### config.mk
export PLATFORM = sky130hd
export DESIGN_NAME = i2c_bus_clear
export DESIGN_NICKNAME = d
export VERILOG_FILES = /design/src/rtl/busclr_pkg.sv /design/src/rtl/busclr_sync.sv /design/src/rtl/busclr_timer.sv /design/src/rtl/i2c_bus_clear.sv
export SDC_FILE = /design/constraint.sdc
export NUM_CORES = 1
export LEC_CHECK = 0
export BUFFER_PORTS_ARGS = -buffer_cell sky130_fd_sc_hd__clkbuf_2
export CORE_MARGIN = 2
export CORE_UTILIZATION = 49
export DETAILED_ROUTE_END_ITERATION = 8
export PLACE_DENSITY = 0.67
export SLEW_MARGIN = 20
export SYNTH_ARGS = -nofsm -noshare
export SYNTH_HDL_FRONTEND = slang
export SYNTH_SLANG_ARGS = --single-unit
### constraint.sdc
create_clock -name clk -period 2.3 [get_ports clk]
set_clock_uncertainty 0.15 [all_clocks]
set_input_delay 0.115 -clock clk [delete_from_list [all_inputs] [get_ports clk]]
set_output_delay 0.115 -clock clk [all_outputs]
set_load 0.005 [all_outputs]
### src/rtl/busclr_pkg.sv
package busclr_pkg;

  typedef enum logic [3:0] {
    ST_IDLE,
    ST_PROBE,
    ST_SETTLE,
    ST_PULSE_HI,
    ST_PULSE_LO,
    ST_NAK_LEAD,
    ST_NAK_HI,
    ST_NAK_LO,
    ST_STOP_LOW,
    ST_STOP_RISE,
    ST_STOP_REL,
    ST_VERIFY
  } phase_e;

  // {scl_low, sda_low} for the bus under service in a given phase
  function automatic logic [1:0] line_drive(input phase_e p);
    case (p)
      ST_PULSE_LO,
      ST_NAK_LEAD,
      ST_NAK_LO:    line_drive = 2'b10;
      ST_STOP_LOW:  line_drive = 2'b11;
      ST_STOP_RISE: line_drive = 2'b01;
      default:      line_drive = 2'b00;
    endcase
  endfunction

endpackage

### src/rtl/busclr_sync.sv
module busclr_sync #(
  parameter int WIDTH  = 3,
  parameter int STAGES = 2
) (
  input  logic             clk,
  input  logic             rst,
  input  logic [WIDTH-1:0] d,
  output logic [WIDTH-1:0] q
);

  for (genvar g = 0; g < WIDTH; g++) begin : g_bit
    logic [STAGES-1:0] chain_q;
    always_ff @(posedge clk) begin
      if (rst) chain_q <= '1;  // released lines read high
      else     chain_q <= {chain_q[STAGES-2:0], d[g]};
    end
    assign q[g] = chain_q[STAGES-1];
  end

endmodule

### src/rtl/busclr_timer.sv
module busclr_timer #(
  parameter int TICK_DIV = 125,
  parameter int UNIT_W   = 14
) (
  input  logic              clk,
  input  logic              rst,
  input  logic              load,
  input  logic [UNIT_W-1:0] units,
  output logic              expire
);

  localparam int DIV_W = (TICK_DIV > 1) ? $clog2(TICK_DIV) : 1;
  localparam logic [DIV_W-1:0] DIV_MAX = DIV_W'(TICK_DIV - 1);

  logic [DIV_W-1:0]  div_q;
  logic [UNIT_W-1:0] unit_q;

  // The divider restarts on every load, so each unit is a full TICK_DIV cycles
  always_ff @(posedge clk) begin
    if (rst) begin
      div_q  <= '0;
      unit_q <= '0;
    end else if (load) begin
      div_q  <= DIV_MAX;
      unit_q <= units;
    end else if (unit_q != '0) begin
      if (div_q == '0) begin
        div_q  <= DIV_MAX;
        unit_q <= unit_q - 1'b1;
      end else begin
        div_q <= div_q - 1'b1;
      end
    end
  end

  assign expire = (unit_q == UNIT_W'(1)) && (div_q == '0);

  AST_LOAD_NONZERO: assert property (@(posedge clk) disable iff (rst)
    load |-> (units != '0));

endmodule

### src/rtl/i2c_bus_clear.sv
module i2c_bus_clear
  import busclr_pkg::*;
#(
  parameter int NUM_BUS        = 3,
  parameter int TICK_DIV       = 125,
  parameter int SETTLE_UNITS   = 10000,
  parameter int HALF_UNITS     = 5,
  parameter int NAK_LEAD_UNITS = 1,
  parameter int PULSES         = 9,
  parameter int SYNC_STAGES    = 2
) (
  input  logic               clk,
  input  logic               rst,
  input  logic               start,
  input  logic [NUM_BUS-1:0] sda_in,
  output logic [NUM_BUS-1:0] scl_drive_low,
  output logic [NUM_BUS-1:0] sda_drive_low,
  output logic               busy,
  output logic               done,
  output logic [NUM_BUS:0]   result_mask
);

  localparam int IDX_W  = (NUM_BUS > 1) ? $clog2(NUM_BUS) : 1;
  localparam int PCNT_W = $clog2(PULSES + 1);
  localparam int MAX_U  = (SETTLE_UNITS > HALF_UNITS)
                          ? ((SETTLE_UNITS > NAK_LEAD_UNITS) ? SETTLE_UNITS : NAK_LEAD_UNITS)
                          : ((HALF_UNITS > NAK_LEAD_UNITS) ? HALF_UNITS : NAK_LEAD_UNITS);
  localparam int UNIT_W = $clog2(MAX_U + 1);
  localparam int MASK_W = NUM_BUS + 1;
  localparam logic [UNIT_W-1:0] U_SETTLE = UNIT_W'(SETTLE_UNITS);
  localparam logic [UNIT_W-1:0] U_HALF   = UNIT_W'(HALF_UNITS);
  localparam logic [UNIT_W-1:0] U_LEAD   = UNIT_W'(NAK_LEAD_UNITS);
  localparam logic [IDX_W-1:0]  LAST_BUS = IDX_W'(NUM_BUS - 1);
  localparam logic [PCNT_W-1:0] LAST_PLS = PCNT_W'(PULSES - 1);

  logic [NUM_BUS-1:0] sda_sync;
  phase_e             state_q, state_d;
  logic [IDX_W-1:0]   bus_q, bus_d;
  logic [PCNT_W-1:0]  pulse_q, pulse_d;
  logic               load;
  logic [UNIT_W-1:0]  load_units;
  logic               expire;
  logic               finish;
  logic               fail_set;
  logic [NUM_BUS-1:0] scl_n, sda_n;

  busclr_sync #(.WIDTH(NUM_BUS), .STAGES(SYNC_STAGES)) u_sda_sync (
    .clk (clk),
    .rst (rst),
    .d   (sda_in),
    .q   (sda_sync)
  );

  busclr_timer #(.TICK_DIV(TICK_DIV), .UNIT_W(UNIT_W)) u_timer (
    .clk    (clk),
    .rst    (rst),
    .load   (load),
    .units  (load_units),
    .expire (expire)
  );

  // Next-phase logic
  always_comb begin
    state_d    = state_q;
    bus_d      = bus_q;
    pulse_d    = pulse_q;
    load       = 1'b0;
    load_units = U_HALF;
    finish     = 1'b0;
    fail_set   = 1'b0;
    case (state_q)
      ST_IDLE: begin
        if (start) begin  // accepted only here
          state_d = ST_PROBE;
          bus_d   = '0;
        end
      end
      ST_PROBE, ST_VERIFY: begin
        if (state_q == ST_PROBE && !sda_sync[bus_q]) begin
          state_d    = ST_SETTLE;
          load       = 1'b1;
          load_units = U_SETTLE;
        end else begin
          fail_set = (state_q == ST_VERIFY) && !sda_sync[bus_q];
          if (bus_q == LAST_BUS) begin
            state_d = ST_IDLE;
            finish  = 1'b1;
          end else begin
            state_d = ST_PROBE;
            bus_d   = bus_q + 1'b1;
          end
        end
      end
      ST_SETTLE: if (expire) begin
        state_d = ST_PULSE_HI;
        pulse_d = '0;
        load    = 1'b1;
      end
      ST_PULSE_HI: if (expire) begin
        state_d = ST_PULSE_LO;
        load    = 1'b1;
      end
      ST_PULSE_LO: if (expire) begin
        load = 1'b1;
        if (pulse_q == LAST_PLS) begin
          state_d    = ST_NAK_LEAD;
          load_units = U_LEAD;
        end else begin
          state_d = ST_PULSE_HI;
          pulse_d = pulse_q + 1'b1;
        end
      end
      ST_NAK_LEAD:  if (expire) begin state_d = ST_NAK_HI;    load = 1'b1; end
      ST_NAK_HI:    if (expire) begin state_d = ST_NAK_LO;    load = 1'b1; end
      ST_NAK_LO:    if (expire) begin state_d = ST_STOP_LOW;  load = 1'b1; end
      ST_STOP_LOW:  if (expire) begin state_d = ST_STOP_RISE; load = 1'b1; end
      ST_STOP_RISE: if (expire) begin state_d = ST_STOP_REL;  load = 1'b1; end
      ST_STOP_REL:  if (expire) state_d = ST_VERIFY;
      default:      state_d = ST_IDLE;
    endcase
  end

  // Line enables for the next phase, steered to the bus being served
  always_comb begin
    logic [1:0] drv;
    drv = line_drive(state_d);
    for (int b = 0; b < NUM_BUS; b++) begin
      scl_n[b] = drv[1] && (bus_d == IDX_W'(b));
      sda_n[b] = drv[0] && (bus_d == IDX_W'(b));
    end
  end

  always_ff @(posedge clk) begin
    if (rst) begin
      state_q       <= ST_IDLE;
      bus_q         <= '0;
      pulse_q       <= '0;
      scl_drive_low <= '0;
      sda_drive_low <= '0;
      busy          <= 1'b0;
      done          <= 1'b0;
      result_mask   <= '0;
    end else begin
      state_q       <= state_d;
      bus_q         <= bus_d;
      pulse_q       <= pulse_d;
      scl_drive_low <= scl_n;
      sda_drive_low <= sda_n;
      busy          <= (state_d != ST_IDLE);
      done          <= finish;
      if (state_q == ST_IDLE && start)
        result_mask <= '0;
      else if (fail_set)
        result_mask <= result_mask | (MASK_W'(1) << (int'(bus_q) + 1));
    end
  end

  AST_IDLE_RELEASED: assert property (@(posedge clk) disable iff (rst)
    !busy |-> ((scl_drive_low | sda_drive_low) == '0));

  AST_ONE_BUS_DRIVEN: assert property (@(posedge clk) disable iff (rst)
    $onehot0(scl_drive_low | sda_drive_low));

  AST_NO_START_COND: assert property (@(posedge clk) disable iff (rst)
    ((sda_drive_low & ~$past(sda_drive_low) & ~scl_drive_low & ~$past(scl_drive_low)) == '0));

  AST_DONE_PULSE: assert property (@(posedge clk) disable iff (rst)
    done |=> !done);

  AST_DONE_ENDS_BUSY: assert property (@(posedge clk) disable iff (rst)
    done |-> (!busy && $past(busy)));

  AST_MASK_HOLD_IDLE: assert property (@(posedge clk) disable iff (rst)
    (!busy && !start) |=> $stable(result_mask));

  AST_MASK_GROWS_BUSY: assert property (@(posedge clk) disable iff (rst)
    busy |=> ((result_mask & $past(result_mask)) == $past(result_mask)));

endmodule

# [Word level (Yosys, flattened, before mapping)]
# Cells that the tools add are included.
[totals] ff_bits=49 output_inout_bits=12 wordCells=115
[classes] addsub=5 order_cmp=1 n_eq_ne=24 shift=1 mux=41 n_bitwise=2 reduce_logical=27
[ops] operator="$mux W14" count=4
[ops] operator="$mux W4" count=13
[ops] operator="$pmux W4 S11" count=1
[ops] operator="$eq A4 B3 Y1 const B" count=7
[ops] operator="$eq A4 B4 Y1 const B" count=7
[ops] operator="$pmux W14 S2" count=1
[ops] operator="$mux W7" count=3
[ops] operator="$eq A14 B1 Y1 const B" count=1
[ops] operator="$reduce_bool A14 Y1" count=1
[ops] operator="$sub A14 B1 Y14 const B" count=1
[ops] operator="$logic_and A1 B1 Y1" count=10
[ops] operator="$mux W3" count=3
[ops] operator="$eq A4 B2 Y1 const B" count=2
[ops] operator="$mux W2" count=4
[ops] operator="$pmux W4 S2" count=1
[ops] operator="$reduce_or A8 Y1" count=1
[ops] operator="$logic_not A7 Y1" count=1
[ops] operator="$mux W1" count=7
[ops] operator="$sub A7 B1 Y7 const B" count=1
[ops] operator="$ne A2 B2 Y1 const B" count=3
[ops] operator="$pmux W2 S3" count=1
[ops] operator="$reduce_bool A2 Y1" count=3
[ops] operator="$reduce_or A2 Y1" count=3
[ops] operator="$reduce_or A3 Y1" count=2
[ops] operator="19 further kinds" count=20

# [Logic depth before layout (Yosys ltp)]
# Gate-level depths: netlist of the first run.
[depth] depth_word=10 ltp_mapped=9 mapped_depth_nobuf=8

# [Modules after synthesis]
# A second synthesis of the first run with hierarchy kept.
[hier_totals] cells_unflattened=333 hier_area_um2=2850.2
[by_module_without_submodules] module="busclr_timer" instances=1 cells_per_inst=168 area_each_um2=1385.1 seq_area_each_um2=420.4
[by_module_without_submodules] module="i2c_bus_clear" instances=1 cells_per_inst=150 area_each_um2=1285.0 seq_area_each_um2=440.4
[by_module_without_submodules] module="busclr_sync" instances=1 cells_per_inst=15 area_each_um2=180.2 seq_area_each_um2=120.1

# [Least setup slack after synthesis of the first run]
# OpenSTA, ideal clock, no wires.
[synth_path] path_type="register to register" start="register u_timer.div_q[2]" end="register pulse_q[2]" arrival_time_ps=2242 required_ps=2079 setup_slack_ps=-162 path_stages_with_launch=8 path_cell_list="dfxtp_1 or4_4 nor2_8 nand3_1 or4_1 buf_2 or4_1 a21oi_1"
[synth_between] elab_chain_len=4 elab_cells_between_ends=5
[synth_rtl] item="from (decl)" line_no="busclr_timer.sv:15" source="logic [DIV_W-1:0] div_q;"
[synth_rtl] item="from (signal assigned)" line_no="busclr_timer.sv:31" source="div_q <= div_q - 1'b1;"
[synth_rtl] item="$logic_not A7 Y1 *" line_no="busclr_timer.sv:36" source="assign expire = (unit_q == UNIT_W'(1)) && (div_q == '0);"
[synth_rtl] item="$logic_and A1 B1 Y1 *" line_no="busclr_timer.sv:36"
[synth_rtl] item="$ne A2 B2 Y1 (no line)"
[synth_rtl] item="$reduce_and A4 Y1 (no line) *"
[synth_rtl] item="to (signal assigned)" line_no="i2c_bus_clear.sv:146" source="pulse_q <= pulse_d;"
[synth_rtl] item="to (decl)" line_no="i2c_bus_clear.sv:39" source="logic [PCNT_W-1:0] pulse_q, pulse_d;"
# Every way passes the cells marked *; elsewhere a longest branch is shown, timed or not.
# A chain may end at the register's enable or synchronous reset.

# [Final worst setup path of the first run]
[layout_path] start="register u_timer.div_q[5]" end="register u_timer.unit_q[6]"
[layout_between] elab_chain_len=6 elab_cells_between_ends=8
[layout_rtl] item="$logic_not A7 Y1 *" line_no="busclr_timer.sv:27, busclr_timer.sv:36"
[layout_rtl] item="$logic_and A1 B1 Y1" line_no="busclr_timer.sv:36"
[layout_rtl] item="$mux W1"
[layout_rtl] item="$pmux W1 S2" line_no="i2c_bus_clear.sv:71" source="case (state_q)"
[layout_rtl] item="$reduce_bool A2 Y1 (no line)"
[layout_rtl] item="$reduce_and A2 Y1 (no line)"
[layout_rtl] item="to (signal assigned)" line_no="busclr_timer.sv:25" source="unit_q <= units;"
[layout_rtl] item="to (signal assigned)" line_no="busclr_timer.sv:29" source="unit_q <= unit_q - 1'b1;"
[layout_rtl] item="to (decl)" line_no="busclr_timer.sv:16" source="logic [UNIT_W-1:0] unit_q;"
# Marked as above.

==> results.md, run 1 <==
- Residual DRC count: 0
- Number of antenna cells inserted: 0
- Worst min-delay path class: in2reg
- Die span in y: 76.0 um
- Power, Total: 0.00451 W
- Library cells used by synthesis: 48
- Achievable frequency: 0.413 GHz
- Total wire length: 6950 um
- Combined area of the multi-input logic cells: 0.00175 mm^2
- Maximum vdd ir drop: 0.840 mV
- Critical path required time: 2.35 ns
- Effective utilization at floorplan: 50.4%
- Nature of the critical path endpoint: flop
- Number of enable-type register cells in the synthesized netlist: 0
- Core Area: 0.00504 mm^2
- Max_slew headroom: 65.4%
- Utilization of the core after routing: 71.2%
- MaxCap Viol Count: 0
- Largest net degree at the start of global routing: 25
- Violated checks: setup timing
- Share of final-layout standard cells stronger than drive strength 1: 39.3%
- Kind of start point of the critical path: flop
- Buffers from clock root to sink, at most: 2
- CTS root buf: clkbuf_8
- Worst setup path class: reg2reg
- DIE AREA: 0.00578 mm^2
- Port Buf Inserts: 17
- Global-route wire length before repair: 11,200 um
- Dominant synthesized flop cell: dfxtp_1
- Finished Cell Area: 0.00359 mm^2
- Number of hold violations in the final report: 0
- Site Rows: 26
- RSZ-0062 raised after global routing: yes
- Average detailed-routed wire length per instance: 15.3 um
- Layout Area Growth over Synthesis: 41.3%
- Die outline width: 76.0 um
- Mapped Cells: 306
- Leakage Power: 1.43 nW
- Total number of nets in the final design: 400
- Final critical-path required period: 2.42 ns
- Synth warn: 0
- Placed instance area: 0.00312 mm^2
- Post-layout worst setup margin: -0.124 ns
- Clk_lat worst skew: 0.30 ns
- Level count of the clock H-tree: 2
- Most frequent cell on the critical path: or3_4
- Reg clk slew, reported paths: 0.08 ns
- Final Setup Violations: 25
- Fin Hold WS: 0.0585 ns
- Sequential element share of the synthesized area: 38.6%
- Origin of the critical flop-to-flop path: u_timer.div_q[5]$_SDFFE_PP0P_
- Worst slew pin tran: 0.517 ns
- Run status: finished with violations
- Count of pins over their slew limit: 0
- Number of synthesized register bits: 49
- Vias in the first global route: 2,454
- Ratio of routed vias to standard cells: 5.70
- Number of buffers inserted during clock tree synthesis: 5
- Post-route antenna net violation count: 0
- Commonest non-fill, non-tap cells in the layout: buf_4 (55), dfxtp_1 (45), nor2_1 (39)
- Vias post-DR: 2,586
- Largest fanout of any net on the critical path: 5
- Area taken by flip-flops and latches: 986 um^2
- Number of antenna violations at the first check in global routing: 0
- Critical path startpoint: u_timer.div_q[5]$_SDFFE_PP0P_
- Hold path startpoint: start
- I/O pin count: 18
- Arrival time of data at the critical path endpoint: 2.47 ns
- Synthesized cell area: 0.00254 mm^2
- Clock tree from TritonCTS: done
- Cell family with most CP delay: simple AND/OR/NAND/NOR gates
- Mean instance size in the synthesized netlist: 8.30 um^2
- Total overflow reported by the global router: 0
- PwrDens: 1260 mW/mm^2
- Estimated wirelength of the detail-placed design: 4410 um
- GRT Resource Usage Total: 23.5%
- Clock Sinks: 49
- Router iterations before antenna repair: 5
- Worst path cell trace: or4_4, or3_4, or3_4, buf_6, a31oi_4, xnor2_2, nor2_1
- Slowest cell on the critical path: or4_4
- Most frequent standard cell in the layout excluding fill and tap cells: buf_4
- Number of violations reported at the end of detailed-routing iteration 0: 143
- Share of synthesized flip-flops with an asynchronous set or reset: 0%
- Synth Net Count: 322
- Largest stage delay, worst path: 0.54 ns
- Routability-driven placement congestion ratio: 0.875
- Total of fill cells in the finished design: 375
- CP bufs+invs: 1
- Post-route clock period utilization: 105%
report_power, final:
| part | internal, W | total, W | switching, W |
|---|---|---|---|
| clock | 0.000239 | 0.000510 | 0.000271 |
| combinational | 0.00136 | 0.00286 | 0.00150 |
| sequential | 0.00101 | 0.00114 | 0.000128 |
per-stage QoR:
stage	instances	worst slack, ns	TNS [ns]
4_1_cts	453	-0.126	-1.35
6_report	454	-0.124	-1.43
2_1_floorplan	306	-0.107	-1.22
5_1_grt	454	-0.186	-3.06
3_3_place_gp	438	-0.152	-1.61
3_5_place_dp	438	-0.172	-2.02
synth_stat cells, types with 2 or more instances:
| master | n | area [um^2] |
|---|---|---|
| o21ai_0 | 6 | 30.0 |
| or3_1 | 7 | 43.8 |
| mux2i_1 | 2 | 20.0 |
| xor2_1 | 8 | 70.1 |
| and3_1 | 4 | 25.0 |
| or2_2 | 8 | 50.1 |
| nand2b_1 | 3 | 18.8 |
| nand4_1 | 5 | 31.3 |
| nand3_1 | 7 | 35.0 |
| dfxtp_1 | 49 | 981 |
| a21bo_2 | 2 | 20.0 |
| nor4b_1 | 3 | 26.3 |
| nor4_1 | 4 | 25.0 |
| nand4b_1 | 2 | 17.5 |
| a41oi_1 | 3 | 26.3 |
| nand2_1 | 24 | 90.1 |
| inv_1 | 15 | 56.3 |
| a31oi_1 | 9 | 56.3 |
| ha_1 | 10 | 125 |
| a21oi_1 | 21 | 105 |
| nor2_1 | 43 | 161 |
| nor2b_1 | 3 | 18.8 |
| a211oi_1 | 5 | 37.5 |
| or4_1 | 4 | 30.0 |
| or4b_2 | 2 | 20.0 |
| clkbuf_1 | 10 | 37.5 |
| nand3b_1 | 2 | 15.0 |
| o22ai_1 | 5 | 31.3 |
| nor3_1 | 6 | 30.0 |
| a22oi_1 | 2 | 15.0 |
| a2111oi_0 | 2 | 17.5 |
| buf_2 | 3 | 15.0 |
| xnor2_1 | 11 | 96.3 |
| nor4_2 | 2 | 25.0 |
layout make-up:
type	count	share of cell area, %
clock buffers	7	2.41
repair buffers	83	17.2
well taps	70	2.44
flip-flops and latches	49	27.5
multi-input cells	230	48.9
inverters	15	1.57
cells by family after synthesis:
logic type	synth area share, %
AOI/OAI and AO/OA	15.6
xor gates and xnor gates	6.55
adders and majority gates	4.93
buffers and inverters	4.29
DFF	38.6
muxes	1.23
and+or+nand+nor	28.8
path summary, 6_finish.rpt:
path | endpoint | slack, ns | cells past startpoint
worst max-delay path | u_timer.unit_q[6]$_SDFFE_PP0P_ | -0.12 | 7
worst min-delay path | result_mask[0]$_SDFFE_PP0P_ | 0.06 | 3
worst max register to register | u_timer.unit_q[6]$_SDFFE_PP0P_ | -0.12 | 7
worst min register to register | u_sda_sync.g_bit[1].chain_q[1]$_SDFF_PP1_ | 0.27 | 1
repair_timing:
item,4_1_cts,5_1_grt
cloned,2,0
hold endpoints to repair,3,0
gates resized for setup,36,30
endpoints found under the setup margin,28,34
setup buffers,3,1
hold buffers,3,0
pin swaps,9,7
state kept, by name (all words and copies together) (netlist names):
signal                    count
bus_q                         2
busy                          1
done                          1
pulse_q                       4
result_mask                   4
scl_drive_low                 3
sda_drive_low                 3
state_q                       4
u_sda_sync.g_bit.chain_q      6
u_timer.div_q                 7
u_timer.unit_q               14
worst reg2reg max path, delay by kind of cell, from the launching register on:
| kind | cells | cell delay [ns] |
|---|---|---|
| DFF | 1 | 0.32 |
| buffers and inverters | 1 | 0.16 |
| and+or+nand+nor | 4 | 1.39 |
| xor gates and xnor gates | 1 | 0.13 |
| AOI/OAI and AO/OA | 1 | 0.17 |
routing by layer:
| layer | track usage [%] | part of all wire [%] |
|---|---|---|
| met1 | 30.9 | 45 |
| met2 | 37.7 | 48 |
| met3 | 4.62 | 4.9 |
| met4 | 10.5 | 2.3 |
| met5 | 0 | 0 |
Note: power is estimated with default switching activity, not from simulation.
==> run 2: changes to the inputs <==
- CELL_PAD_IN_SITES_DETAIL_PLACEMENT: default -> 1
- CELL_PAD_IN_SITES_GLOBAL_PLACEMENT: default -> 2
- CORE_UTILIZATION: 49 -> 33
- PLACE_DENSITY: 0.67 -> 0.73
==> run 2 against run 1 <==
Against the previous run: the flow still finishes with violations (setup timing); routed wire length is 9.0% higher; utilization is 22 points lower; first-iteration DRC count is 31% lower; clock power is 35% higher; die area is 46% higher; critical path depth is 1 higher; final cell count is 7.3% higher; combinational power hardly changed; global-route usage is 4.9 points lower; non-clock buffer count is 4 higher; sequential share of layout area is 0.59 points lower; hold slack worse by 0.022 ns.
==> results.md, run 2 (synthesis gave the netlist of run 1 again) <==
- Worst slew pin tran: 0.549 ns
- Reg2reg setup slack: -0.19 ns
- Number of hold violations in the final report: 0
- Origin of the critical flop-to-flop path: u_timer.div_q[4]$_SDFFE_PP0P_
- Capture instance of the worst register-to-register path: scl_drive_low[1]$_SDFF_PP0_
- Achievable frequency: 0.401 GHz
- Nature of the critical path endpoint: flop
- GRT Resource Usage Total: 18.6%
- DIE AREA: 0.00841 mm^2
- Clk network pwr share: 14.7%
- Comb power frac: 61.1%
- Switching part of the total: 40.9%
- Layout Area Growth over Synthesis: 44.0%
- Met3 wire length: 138 um
- Number of antenna cells inserted: 0
- Detail Route met2 WL: 3820 um
- Post-layout worst setup margin: -0.192 ns
- Combined area of the multi-input logic cells: 0.00170 mm^2
- MaxCap Viol Count: 0
- Leakage Power: 1.46 nW
- Count of pins over their slew limit: 0
- Largest net degree at the start of global routing: 21
- Vias post-DR: 2,496
- Share of power burned in registers: 24.1%
- Site Rows: 31
- Number of buffers inserted during clock tree synthesis: 5
- Estimated wirelength of the detail-placed design: 5670 um
- Hold path startpoint: start
- Total overflow reported by the global router: 0
- Total wire length: 7580 um
- Total of fill cells in the finished design: 908
- Area taken by flip-flops and latches: 983 um^2
- Ratio of routed vias to standard cells: 5.13
- Post-route antenna net violation count: 0
- Finished Cell Area: 0.00366 mm^2
- Number of antenna violations at the first check in global routing: 0
- Final Setup Violations: 33
- Total net switching power: 0.00191 W
- Worst min-delay path class: in2reg
- Endpoint with the worst hold slack: result_mask[0]$_SDFFE_PP0P_
- Placed instance area: 0.00322 mm^2
- Total number of nets in the final design: 403
- Average detailed-routed wire length per instance: 15.6 um
- Commonest non-fill, non-tap cells in the layout: buf_4 (62), dfxtp_1 (47), nor2_1 (39)
- Kind of start point of the critical path: flop
- Flip-flop count of the largest register, all copies and words added: 14
- Biggest register: u_timer.unit_q
- Largest fanout of any net on the critical path: 4
- Vias in the first global route: 2,668
- Port Buf Inserts: 17
- Arrival time of data at the critical path endpoint: 2.57 ns
- Die span in y: 91.7 um
- Router iterations before antenna repair: 4
- Reg clk slew, reported paths: 0.10 ns
- RSZ-0062 raised after global routing: yes
- Maximum vdd ir drop: 0.572 mV
- Design internal power: 0.00275 W
- Number of instances on the worst hold path: 3
- Most frequent standard cell in the layout excluding fill and tap cells: buf_4
- Total routed wire length on the met1 layer: 3540 um
- Largest registers in the final layout: u_timer.unit_q: 14 flops, u_timer.div_q: 7 flops, u_sda_sync.g_bit.chain_q: 6 flops
- Utilization of the core after routing: 49.6%
- Residual DRC count: 0
- Run status: finished with violations
- Max_slew headroom: 63.4%
- Clock tree from TritonCTS: done
- Level count of the clock H-tree: 2
- Clk_lat worst skew: 0.31 ns
- Count of non-filler cells in the finished layout: 487
- Post-route clock period utilization: 108%
- Critical path required time: 2.38 ns
- Effective utilization at floorplan: 34.5%
- Instance count after placement with tap cells included: 473
- Buffers from clock root to sink, at most: 2
- Die outline width: 91.7 um
- PwrDens: 1270 mW/mm^2
- I/O pin count: 18
- Routability-driven placement congestion ratio: 0.831
- Top metal layer carrying routed signals: met4
- Worst reg2reg path depth: 8
- Worst setup path class: reg2reg
- Core Area: 0.00737 mm^2
- Clock Sinks: 49
- Global-route wire length before repair: 12,700 um
- Violated checks: setup timing
- Share of final-layout standard cells stronger than drive strength 1: 37.6%
- Number of violations reported at the end of detailed-routing iteration 0: 98
- Final critical-path required period: 2.49 ns
- CTS root buf: clkbuf_8
-- run 2: cell count changes in the layout (fill, tap and decap cells not counted), sizes merged --
cell	change
or2	-1
bufinv	+1
buf	+3
inv	+1
-- run 2: cell type report --
| class | instances | area share, % |
|---|---|---|
| Multi-Input combinational cell | 229 | 46.4 |
| Sequential cell | 49 | 26.9 |
| Timing Repair Buffer | 87 | 18.4 |
| Tap cell | 99 | 3.39 |
| Clock buffer | 6 | 2.26 |
| Inverter | 15 | 1.54 |
| Clock inverter | 2 | 1.13 |
-- run 2: critical path, cell delays in order (launching register included) --
cell,delay [ns]
dfxtp_2,0.33
or4_4,0.56
or3_4,0.44
a2111oi_2,0.28
buf_4,0.19
a211oi_2,0.05
o21ai_1,0.19
buf_4,0.16
nor2_1,0.05
-- run 2: what timing repair did --
item	in CTS	in global routing
gates resized for setup	27	23
gates cloned	0	1
pin swaps	10	10
buffers inserted	2	0
endpoints found under the setup margin	33	36
endpoints found under the hold margin	3	0
hold buffers	3	0
-- run 2: power by group through the flow --
stage	clock network [W]	logic, W	registers, W
detailed placement	0	0.00251	0.00115
global route	0.000741	0.00314	0.00114
CTS	0.000708	0.00268	0.00113
global placement	0	0.00246	0.00114
finish	0.000687	0.00285	0.00113
floorplan	0	0.00144	0.00116
-- run 2: per-layer routing --
metal	GRT usage, %	vias up
met1	23.6	1226
met3	3.04	9
li1	-	1241
met2	33.1	20
met5	0	-
met4	4.10	0
-- run 2: worst max-delay path by stage --
| stage | to | slack [ns] | from | cells past startpoint |
|---|---|---|---|---|
| after CTS | state_q[2]$_SDFF_PP0_ | -0.17 | u_timer.div_q[4]$_SDFFE_PP0P_ | 8 |
| after global placement | pulse_q[2]$_SDFFE_PP0P_ | -0.20 | u_timer.div_q[5]$_SDFFE_PP0P_ | 7 |
| after detailed placement | pulse_q[3]$_SDFFE_PP0P_ | -0.27 | u_timer.div_q[5]$_SDFFE_PP0P_ | 7 |
| after floorplan | scl_drive_low[0]$_SDFF_PP0_ | -0.11 | u_timer.div_q[5]$_SDFFE_PP0P_ | 6 |
| final | scl_drive_low[1]$_SDFF_PP0_ | -0.19 | u_timer.div_q[4]$_SDFFE_PP0P_ | 8 |
| after global routing | scl_drive_low[1]$_SDFF_PP0_ | -0.25 | u_timer.div_q[4]$_SDFFE_PP0P_ | 8 |
-- run 2: per-stage QoR --
stage	power (W)	setup TNS [ns]	worst slack (ns)	hold WS (ns)
floorplan	0.00260	-1.22	-0.107	0.0410
global placement	0.00360	-3.12	-0.198	0.148
detailed placement	0.00365	-4.44	-0.268	0.152
CTS	0.00451	-3.24	-0.167	0.0324
global route	0.00503	-6.29	-0.254	0.0597
finish	0.00466	-4.36	-0.192	0.0367
